<file path="src/rtl/psb_pkg.sv">
package psb_pkg;
  typedef enum logic [2:0] {
    S_IDLE,
    S_RD_WAIT,
    S_RD_HOLD,
    S_WR_DATA,
    S_WR_PULSE,
    S_WR_REC
  } psb_state_e;
endpackage

</file>
<file path="src/rtl/psb_range_chk.sv">
module psb_range_chk #(
  parameter int PAGE_WORDS = 16,
  localparam int PW = $clog2(PAGE_WORDS)
) (
  input  logic [PW-1:0] offset_i,
  input  logic [PW:0]   cnt_i,
  output logic          bad_o
);
  logic [PW+1:0] reach;

  always_comb begin
    reach = {2'b00, offset_i} + {1'b0, cnt_i};
    bad_o = (cnt_i == '0) || (reach > (PW+2)'(PAGE_WORDS));
  end
endmodule

</file>
<file path="src/rtl/psb_timer.sv">
module psb_timer #(
  parameter int TW = 4
) (
  input  logic          clk,
  input  logic          rst,
  input  logic          load_i,
  input  logic [TW-1:0] val_i,
  output logic          zero_o
);
  logic [TW-1:0] cnt;

  always_ff @(posedge clk) begin
    if (rst)              cnt <= '0;
    else if (load_i)      cnt <= val_i;
    else if (cnt != '0)   cnt <= cnt - 1'b1;
  end

  assign zero_o = (cnt == '0);
endmodule

</file>
<file path="src/rtl/psb_window.sv">
module psb_window #(
  parameter int LIMIT_CYC = 2000,
  parameter int GUARD_CYC = 1978,
  localparam int WW = $clog2(LIMIT_CYC + 1)
) (
  input  logic clk,
  input  logic rst,
  input  logic active_i,
  output logic near_o
);
  logic [WW-1:0] cnt;

  always_ff @(posedge clk) begin
    if (rst || !active_i)                 cnt <= '0;
    else if (cnt != WW'(LIMIT_CYC))       cnt <= cnt + 1'b1;
  end

  assign near_o = (cnt >= WW'(GUARD_CYC));
endmodule

</file>
<file path="src/rtl/psb_page_burst.sv">
module psb_page_burst
  import psb_pkg::*;
#(
  parameter int AW         = 21,
  parameter int DW         = 16,
  parameter int PAGE_WORDS = 16,
  parameter int FIRST_CYC  = 7,
  parameter int PAGE_CYC   = 3,
  parameter int WP_FIRST   = 5,
  parameter int WP_CYC     = 3,
  parameter int REC_CYC    = 1,
  parameter int LIMIT_CYC  = 2000,
  localparam int PW        = $clog2(PAGE_WORDS),
  localparam int CW        = PW + 1,
  localparam int BW        = DW / 8
) (
  input  logic          clk,
  input  logic          rst,
  input  logic          start_valid,
  output logic          start_ready,
  input  logic [AW-1:0] start_addr,
  input  logic [CW-1:0] start_cnt,
  input  logic          start_write,
  input  logic          wr_valid,
  output logic          wr_ready,
  input  logic [DW-1:0] wr_data,
  output logic          rd_valid,
  input  logic          rd_ready,
  output logic [DW-1:0] rd_data,
  output logic          done,
  output logic          truncated,
  output logic [CW-1:0] words_done,
  output logic          err,
  output logic [AW-1:0] mem_addr,
  output logic          mem_cs_n,
  output logic          mem_oe_n,
  output logic          mem_we_n,
  output logic [BW-1:0] mem_be_n,
  output logic [DW-1:0] mem_dq_out,
  output logic          mem_dq_oe,
  input  logic [DW-1:0] mem_dq_in
);
  localparam int M1   = (FIRST_CYC > PAGE_CYC) ? FIRST_CYC : PAGE_CYC;
  localparam int M2   = (WP_FIRST > WP_CYC) ? WP_FIRST : WP_CYC;
  localparam int M3   = (M2 > REC_CYC) ? M2 : REC_CYC;
  localparam int TMAX = (M1 > M3) ? M1 : M3;
  localparam int TW   = $clog2(TMAX + 1);
  localparam int SLACK = FIRST_CYC + WP_FIRST + REC_CYC + PAGE_CYC + 4;
  localparam int GUARD = LIMIT_CYC - SLACK;

  psb_state_e    state;
  logic [CW-1:0] burst_cnt;
  logic [CW-1:0] done_cnt;
  logic          range_bad;
  logic          stop;
  logic          tmr_zero;
  logic          tmr_load;
  logic [TW-1:0] tmr_val;
  logic          last;
  logic          fin_now;
  logic          fin_trunc;

  psb_range_chk #(.PAGE_WORDS(PAGE_WORDS)) u_range (
    .offset_i (start_addr[PW-1:0]),
    .cnt_i    (start_cnt),
    .bad_o    (range_bad)
  );

  psb_timer #(.TW(TW)) u_timer (
    .clk    (clk),
    .rst    (rst),
    .load_i (tmr_load),
    .val_i  (tmr_val),
    .zero_o (tmr_zero)
  );

  psb_window #(.LIMIT_CYC(LIMIT_CYC), .GUARD_CYC(GUARD)) u_window (
    .clk      (clk),
    .rst      (rst),
    .active_i (!mem_cs_n),
    .near_o   (stop)
  );

  assign start_ready = (state == S_IDLE);
  assign wr_ready    = (state == S_WR_DATA) && !stop;
  assign last        = ((done_cnt + CW'(1)) == burst_cnt);

  // Wait-timer loads: long wait on the first word, page wait afterwards.
  always_comb begin
    tmr_load = 1'b0;
    tmr_val  = '0;
    unique case (state)
      S_IDLE: if (start_valid && !range_bad && !start_write) begin
        tmr_load = 1'b1;
        tmr_val  = TW'(FIRST_CYC);
      end
      S_RD_HOLD: if (!stop && rd_ready && !last) begin
        tmr_load = 1'b1;
        tmr_val  = TW'(PAGE_CYC);
      end
      S_WR_DATA: if (!stop && wr_valid) begin
        tmr_load = 1'b1;
        tmr_val  = (done_cnt == '0) ? TW'(WP_FIRST) : TW'(WP_CYC);
      end
      S_WR_PULSE: if (tmr_zero) begin
        tmr_load = 1'b1;
        tmr_val  = TW'(REC_CYC);
      end
      default: ;
    endcase
  end

  // Burst end: normal on the last word, early when the window runs short.
  always_comb begin
    fin_trunc = stop && ((state == S_RD_HOLD) || (state == S_WR_DATA));
    fin_now   = fin_trunc
             || ((state == S_RD_HOLD) && rd_ready && last)
             || ((state == S_WR_REC) && tmr_zero && last);
  end

  always_ff @(posedge clk) begin
    if (rst) begin
      state      <= S_IDLE;
      burst_cnt  <= '0;
      done_cnt   <= '0;
      rd_valid   <= 1'b0;
      rd_data    <= '0;
      done       <= 1'b0;
      truncated  <= 1'b0;
      words_done <= '0;
      err        <= 1'b0;
      mem_addr   <= '0;
      mem_cs_n   <= 1'b1;
      mem_oe_n   <= 1'b1;
      mem_we_n   <= 1'b1;
      mem_be_n   <= '1;
      mem_dq_out <= '0;
      mem_dq_oe  <= 1'b0;
    end else begin
      done <= 1'b0;
      err  <= 1'b0;
      unique case (state)
        S_IDLE: if (start_valid) begin
          if (range_bad) begin
            err <= 1'b1;
          end else begin
            mem_addr   <= start_addr;
            mem_cs_n   <= 1'b0;
            mem_be_n   <= '0;
            burst_cnt  <= start_cnt;
            done_cnt   <= '0;
            truncated  <= 1'b0;
            words_done <= '0;
            if (start_write) begin
              mem_oe_n <= 1'b1;
              state    <= S_WR_DATA;
            end else begin
              mem_oe_n <= 1'b0;
              state    <= S_RD_WAIT;
            end
          end
        end
        S_RD_WAIT: if (tmr_zero) begin
          rd_data  <= mem_dq_in;
          rd_valid <= 1'b1;
          state    <= S_RD_HOLD;
        end
        S_RD_HOLD: if (!stop && rd_ready) begin
          rd_valid <= 1'b0;
          done_cnt <= done_cnt + 1'b1;
          if (!last) begin
            mem_addr[PW-1:0] <= mem_addr[PW-1:0] + 1'b1;
            state            <= S_RD_WAIT;
          end
        end
        S_WR_DATA: if (!stop && wr_valid) begin
          mem_dq_out <= wr_data;
          mem_dq_oe  <= 1'b1;
          mem_we_n   <= 1'b0;
          state      <= S_WR_PULSE;
        end
        S_WR_PULSE: if (tmr_zero) begin
          mem_we_n <= 1'b1;
          state    <= S_WR_REC;
        end
        S_WR_REC: if (tmr_zero) begin
          done_cnt <= done_cnt + 1'b1;
          if (!last) begin
            mem_addr[PW-1:0] <= mem_addr[PW-1:0] + 1'b1;
            state            <= S_WR_DATA;
          end
        end
        default: state <= S_IDLE;
      endcase

      if (fin_now) begin
        state      <= S_IDLE;
        mem_cs_n   <= 1'b1;
        mem_oe_n   <= 1'b1;
        mem_we_n   <= 1'b1;
        mem_be_n   <= '1;
        mem_dq_oe  <= 1'b0;
        rd_valid   <= 1'b0;
        done       <= 1'b1;
        truncated  <= fin_trunc;
        words_done <= fin_trunc ? done_cnt : burst_cnt;
      end
    end
  end
endmodule

</file>
<file path="config.mk">
export PLATFORM = sky130hd
export DESIGN_NAME = psb_page_burst
export DESIGN_NICKNAME = d
export VERILOG_FILES = /design/src/rtl/psb_pkg.sv /design/src/rtl/psb_range_chk.sv /design/src/rtl/psb_timer.sv /design/src/rtl/psb_window.sv /design/src/rtl/psb_page_burst.sv
export SDC_FILE = /design/constraint.sdc
export NUM_CORES = 1
export LEC_CHECK = 0
export BUFFER_PORTS_ARGS = -buffer_cell sky130_fd_sc_hd__buf_2
export CAP_MARGIN = 20
export CORE_ASPECT_RATIO = 0.75
export CORE_MARGIN = 8
export CORE_UTILIZATION = 40
export DETAILED_ROUTE_END_ITERATION = 10
export PLACE_DENSITY = 0.76
export SLEW_MARGIN = 20
export SYNTH_ARGS = -nofsm -noshare
export SYNTH_HDL_FRONTEND = slang
export SYNTH_SLANG_ARGS = --single-unit
</file>
<file path="constraint.sdc">
create_clock -name clk -period 2.6 [get_ports clk]
set_input_delay 0.52 -clock clk [delete_from_list [all_inputs] [get_ports clk]]
set_output_delay 0.52 -clock clk [all_outputs]
set_load 0.02 [all_outputs]
</file>
* Word level (Yosys, flattened, before mapping)
Cells that the tools add are included.
** Storage, ports and cells
- Register bits after elaboration :: 95
- Input port bits :: 64
** Cells by class
- Mux-type cells :: 50
- $lt $le $gt $ge :: 2
- Reduce and logical (&&, ||, !) cells :: 41
- Add/sub/neg operators :: 5
- Bitwise gates (word level) :: 3
- Equality and inequality tests :: 17
** Operators with widths (count)
- $mux W3 :: 14
- $mux W5 :: 7
- $mux W4 :: 5
- $pmux W3 S6 :: 1
- $ne A2 B2 Y1 const B :: 8
- $mux W1 :: 15
- $pmux W5 S3 :: 1
- $pmux W3 S4 :: 1
- $pmux W4 S3 :: 1
- $reduce_and A3 Y1 :: 4
- $add A11 B1 Y11 const B :: 1
- $ge A11 B11 Y1 const B :: 1
- $logic_and A1 B1 Y1 :: 11
- $ne A11 B11 Y1 const B :: 1
- $logic_not A5 Y1 :: 2
- $reduce_bool A2 Y1 :: 5
- $reduce_and A9 Y1 :: 1
- $add A4 B5 Y6 :: 1
- $eq A3 B2 Y1 const B :: 2
- $eq A3 B3 Y1 const B :: 2
- $gt A6 B5 Y1 const B :: 1
- $logic_not A3 Y1 :: 2
- $reduce_bool A3 Y1 :: 2
- $add A5 B1 Y5 const B :: 1
- 15 further kinds :: 28

* Depth between registers and ports, before layout
- Depth after elaboration :: 9
- Gate-level depth with buffers :: 11
- Gate-level depth less buffers :: 9

* Cells and area by module
A second synthesis with hierarchy kept.
** Second synthesis, totals
- Cell total of the unflattened synthesis :: 538
- Area total of the unflattened synthesis :: 4388.0 um2
** Modules (own cells, without submodules)
- psb_page_burst :: cells an instance 429, instances 1, area each 3432.0 um2
- psb_window :: cells an instance 67, instances 1, area each 574.3 um2
- psb_timer :: cells an instance 22, instances 1, area each 206.4 um2
- psb_range_chk :: cells an instance 20, instances 1, area each 175.2 um2

* Worst setup path before layout
OpenSTA, ideal clock, no wires.
- Path type :: input to register
- From :: input start_addr[0]
- To :: register burst_cnt[0]
- Stages on the path :: 11
- Library setup time :: 0.132 ns
- Data arrival time :: 2.513 ns
- Setup slack :: -0.046 ns
- Cell sequence :: ha_1 fa_1 xor2_1 nor3_2 a31o_1 a221o_1 and2_1 buf_2 buf_6 nand2_1 a21oi_1
** On the way
- Longest elaborated chain between the ends :: 5
** RTL lines
- from (decl) :: RTL line psb_page_burst.sv:21 : input logic [AW-1:0] start_addr,
- $add A4 B5 Y6 :: RTL line psb_range_chk.sv:12 : reach = {2'b00, offset_i} + {1'b0, cnt_i};
- $gt A6 B5 Y1 :: RTL line psb_range_chk.sv:13 : bad_o = (cnt_i == '0) || (reach > (PW+2)'(PAGE_WORDS));
- $logic_or A1 B1 Y1 :: RTL line psb_range_chk.sv:13
- $not A1 Y1 (no source line)
- $reduce_and A3 Y1 (no source line)
- to (signal assigned) :: RTL line psb_page_burst.sv:150 : burst_cnt <= start_cnt;
- to (decl) :: RTL line psb_page_burst.sv:52 : logic [CW-1:0] burst_cnt;
Every way passes these cells.
A chain may end at the register's enable or synchronous reset.

* Worst setup path after layout
- From :: input start_addr[0]
- To :: register state[1]
** On the way
- Longest elaborated chain between the ends :: 5
** RTL lines
- $add A4 B5 Y6 :: RTL line psb_range_chk.sv:12
- $gt A6 B5 Y1 :: RTL line psb_range_chk.sv:13
- $logic_or A1 B1 Y1 :: RTL line psb_range_chk.sv:13
- $ne A2 B2 Y1 (no source line)
- $reduce_and A9 Y1 (no source line)
- to (signal assigned) :: RTL line psb_page_burst.sv:123 : state <= S_IDLE;
- to (signal assigned) :: RTL line psb_page_burst.sv:156 : state <= S_WR_DATA;
- to (signal assigned) :: RTL line psb_page_burst.sv:159 : state <= S_RD_WAIT;
- to (decl) :: RTL line psb_page_burst.sv:51 : psb_state_e state;
Every way passes these cells.

==> metrics.txt <==
outcome=finished clean; kind of path behind the tightest hold check=in -> reg; final weighted congestion in routability-driven placement=~0.85; transition at the pin with the smallest max-transition slack=approximately 670 ps; endpoint kind of the worst setup timing path=flip-flop; diodes inserted=0; most common cell in the netlist=nand2_1; total grt overflow=0; max capacitance violation total=0; CP Max Fanout=3; initial core utilization=about 41%; max-slew violations=0; DRC violation total after the first TritonRoute iteration=around 180; largest cells by area after synthesis=dfxtp_1, nand2_1, a21oi_1; classification of the worst setup path=in -> reg; gr usage total=16.4%; pin count of the biggest net entering global routing=48; gate count after technology mapping=~520; die outline area=0.0142 mm^2; Avg Cell Area, Syn=a little over 8 um^2; Post-Route WL=11.9 mm; clock sink count=93; Relative slew margins=55.1%; clock latency on the worst-skew pair=around 340 ps; remaining antenna violation count=0; endpoint arrival time on the critical path=2730 ps; kind of start point of the critical path=primary input; number of cells upsized or downsized after cts=0; area of the placeable core=0.0103 mm^2; sequential area share after synthesis=a little over two fifths; post-synth top area share=43.8%; I/O pin cnt=roughly 130; number of global-route vias before repair=about 4,000; number of nets in the layout=737; #FFs+latches synth=a little over 90; Area growth, synth to finish=28.5%; Clock Path Buffers=2; achievable frequency=between 400 and 500 MHz; Final Non-Filler Cells=between 800 and 900; average detailed-routed wire length per instance=about 15 um; number of nets produced by synthesis=~600; number of hold violations in the final report=0; PortBufs=roughly 130; count of different cell masters after synthesis=64; Die Ht=105 um; wire length of the first global-routing pass=19.5 mm; Worst Setup Slack, final=144 ps; post-synth top area cell=dfxtp_1; cell area after synthesis=between 0.004 and 0.005 mm^2; # placed instances=a little under 800; overall via count from detail_route=just over 4,000; Power Dens Cells=798 mW/mm^2; RSZ-0062 raised after global routing=false; clock tree skew after final layout=8.71 ps; post-CTS setup buffer count=0; detailed-route vias per instance=just over 5; final setup fails=0; EDFF count, synth=0; Top FF cell, synth=dfxtp_1; worst hold-check slack=408 ps; number of warnings issued by yosys=0; CTS Hold Bufs=0; fraction of layout cells with a size suffix above 1=29.4%; post-layout min period=around 2500 ps; Die X=between 100 and 150 um; DRC violation count after routing=0; Power Total=4.35 mW; hpwl dp=between 9 and 10 mm; FFs w/ async S/R, synth=0%; Req. time, crit path=~2900 ps; Worst VDD drop=roughly 0.32 mV; most used standard cells in the synthesized netlist=nand2_1, dfxtp_1, a21oi_1, nor2_1; period utilisation layout=between 90 and 100%; Leak=2.34 nW; Fill cells=between 900 and 1,000; CTS tree=done; TritonCTS Buffers=9; number of antenna violations at the first check in global routing=0; drt pass-1 iters=4; post-layout utilization of the core=between 50% and 60%; number of cell rows=32; clock tree root driver cell=clkbuf_16; Reg clk slew, reported paths=70 ps; minimum setup slack after placement=-204 ps; CTS H-tree lvls=3
-- per-stage QoR --
| step | setup TNS [ps] | area (um^2) |
|---|---|---|
| 2_1_floorplan | 0 | 4250 |
| 3_3_place_gp | -4530 | 5130 |
| 3_5_place_dp | -6190 | 5130 |
| 4_1_cts | 0 | 5430 |
| 5_1_grt | 0 | 5460 |
| 6_report | 0 | 5460 |
-- layout by cell type (no fill, tap or decap), drive strengths merged, types with 3 or more instances in the layout --
cell and instances:
a21oi 76, xnor2 5, nor2 29, inv 15, and3 3, nand2b 6
o21a 3, nand2 137, and2 3, a31oi 6, a311oi 3, o211ai 3
dfxtp 93, nand4 3, ha 11, nor3 9, clkbuf 11, o21ai 10
nor2b 5, o2bb2ai 6, mux2i 7, or3 4, buf 157, xor2 10
nand3 10
-- metal layers --
metal  GRT usage (%)  share of wire [%]  wire length (um)  vias up
met4            4.43                1.6               192        0
met1            19.7                 45              5350     1853
met2            27.9                 47              5600      103
met5               0                  0                 0        -
met3            5.03                6.6               782       13
li1                -                  -                 -     2065
-- final cells by class --
type                    instances  area, um^2  area share (%)
clock inverters                 5        58.8            1.08
multi-input cells             386        2200            40.4
repair buffers                157         866            15.9
inverters                      14        52.6           0.963
well taps                     136         170            3.12
flip-flops and latches         93        1860            34.1
clock buffers                  11         243            4.45
-- sequential cells by signal (all words and copies together) (netlist names) --
name          flops
rd_data          16
rd_valid          1
mem_we_n          1
u_window.cnt     11
truncated         1
burst_cnt         5
mem_dq_oe         1
mem_be_n          1
u_timer.cnt       3
words_done        5
mem_addr         21
mem_dq_out       16
err               1
state             3
mem_oe_n          1
done_cnt          5
done              1
-- worst paths after layout --
check                       from            end  slack (ps)  cells past startpoint
setup / recovery   start_addr[0]       state[1]         140                     11
hold / removal    start_addr[17]   mem_addr[17]         410                      3
setup reg to reg     done_cnt[1]  words_done[4]         190                      9
hold reg to reg      rd_data[13]    rd_data[13]         450                      2
-- critical path: stages --
cell and delay (ps):
buf_2 110, ha_1 220, fa_2 370, buf_4 150, a21o_1 140, a21oi_1 210
a31oi_1 100, a21oi_1 160, a311oi_1 80, or4_1 510, a21boi_0 160
-- report_power, final --
group	internal (mW)	leakage, nW	switching, mW
clock	0.774	0.142	0.562
sequential	1.58	0.754	0.119
combinational	0.519	1.44	0.804
total	2.87	2.34	1.48
-- cells by family after synthesis --
logic type                 after synthesis  share of synthesized area, %
muxes                                    8                          1.91
AOI/OAI and AO/OA                      124                          17.8
and+or+nand+nor                        227                          24.8
DFF                                     93                          43.8
xor gates and xnor gates                15                          3.09
buffers and inverters                   44                          4.80
adders and majority gates               12                          3.71
No activity file was read; power rests on OpenSTA's default activity.
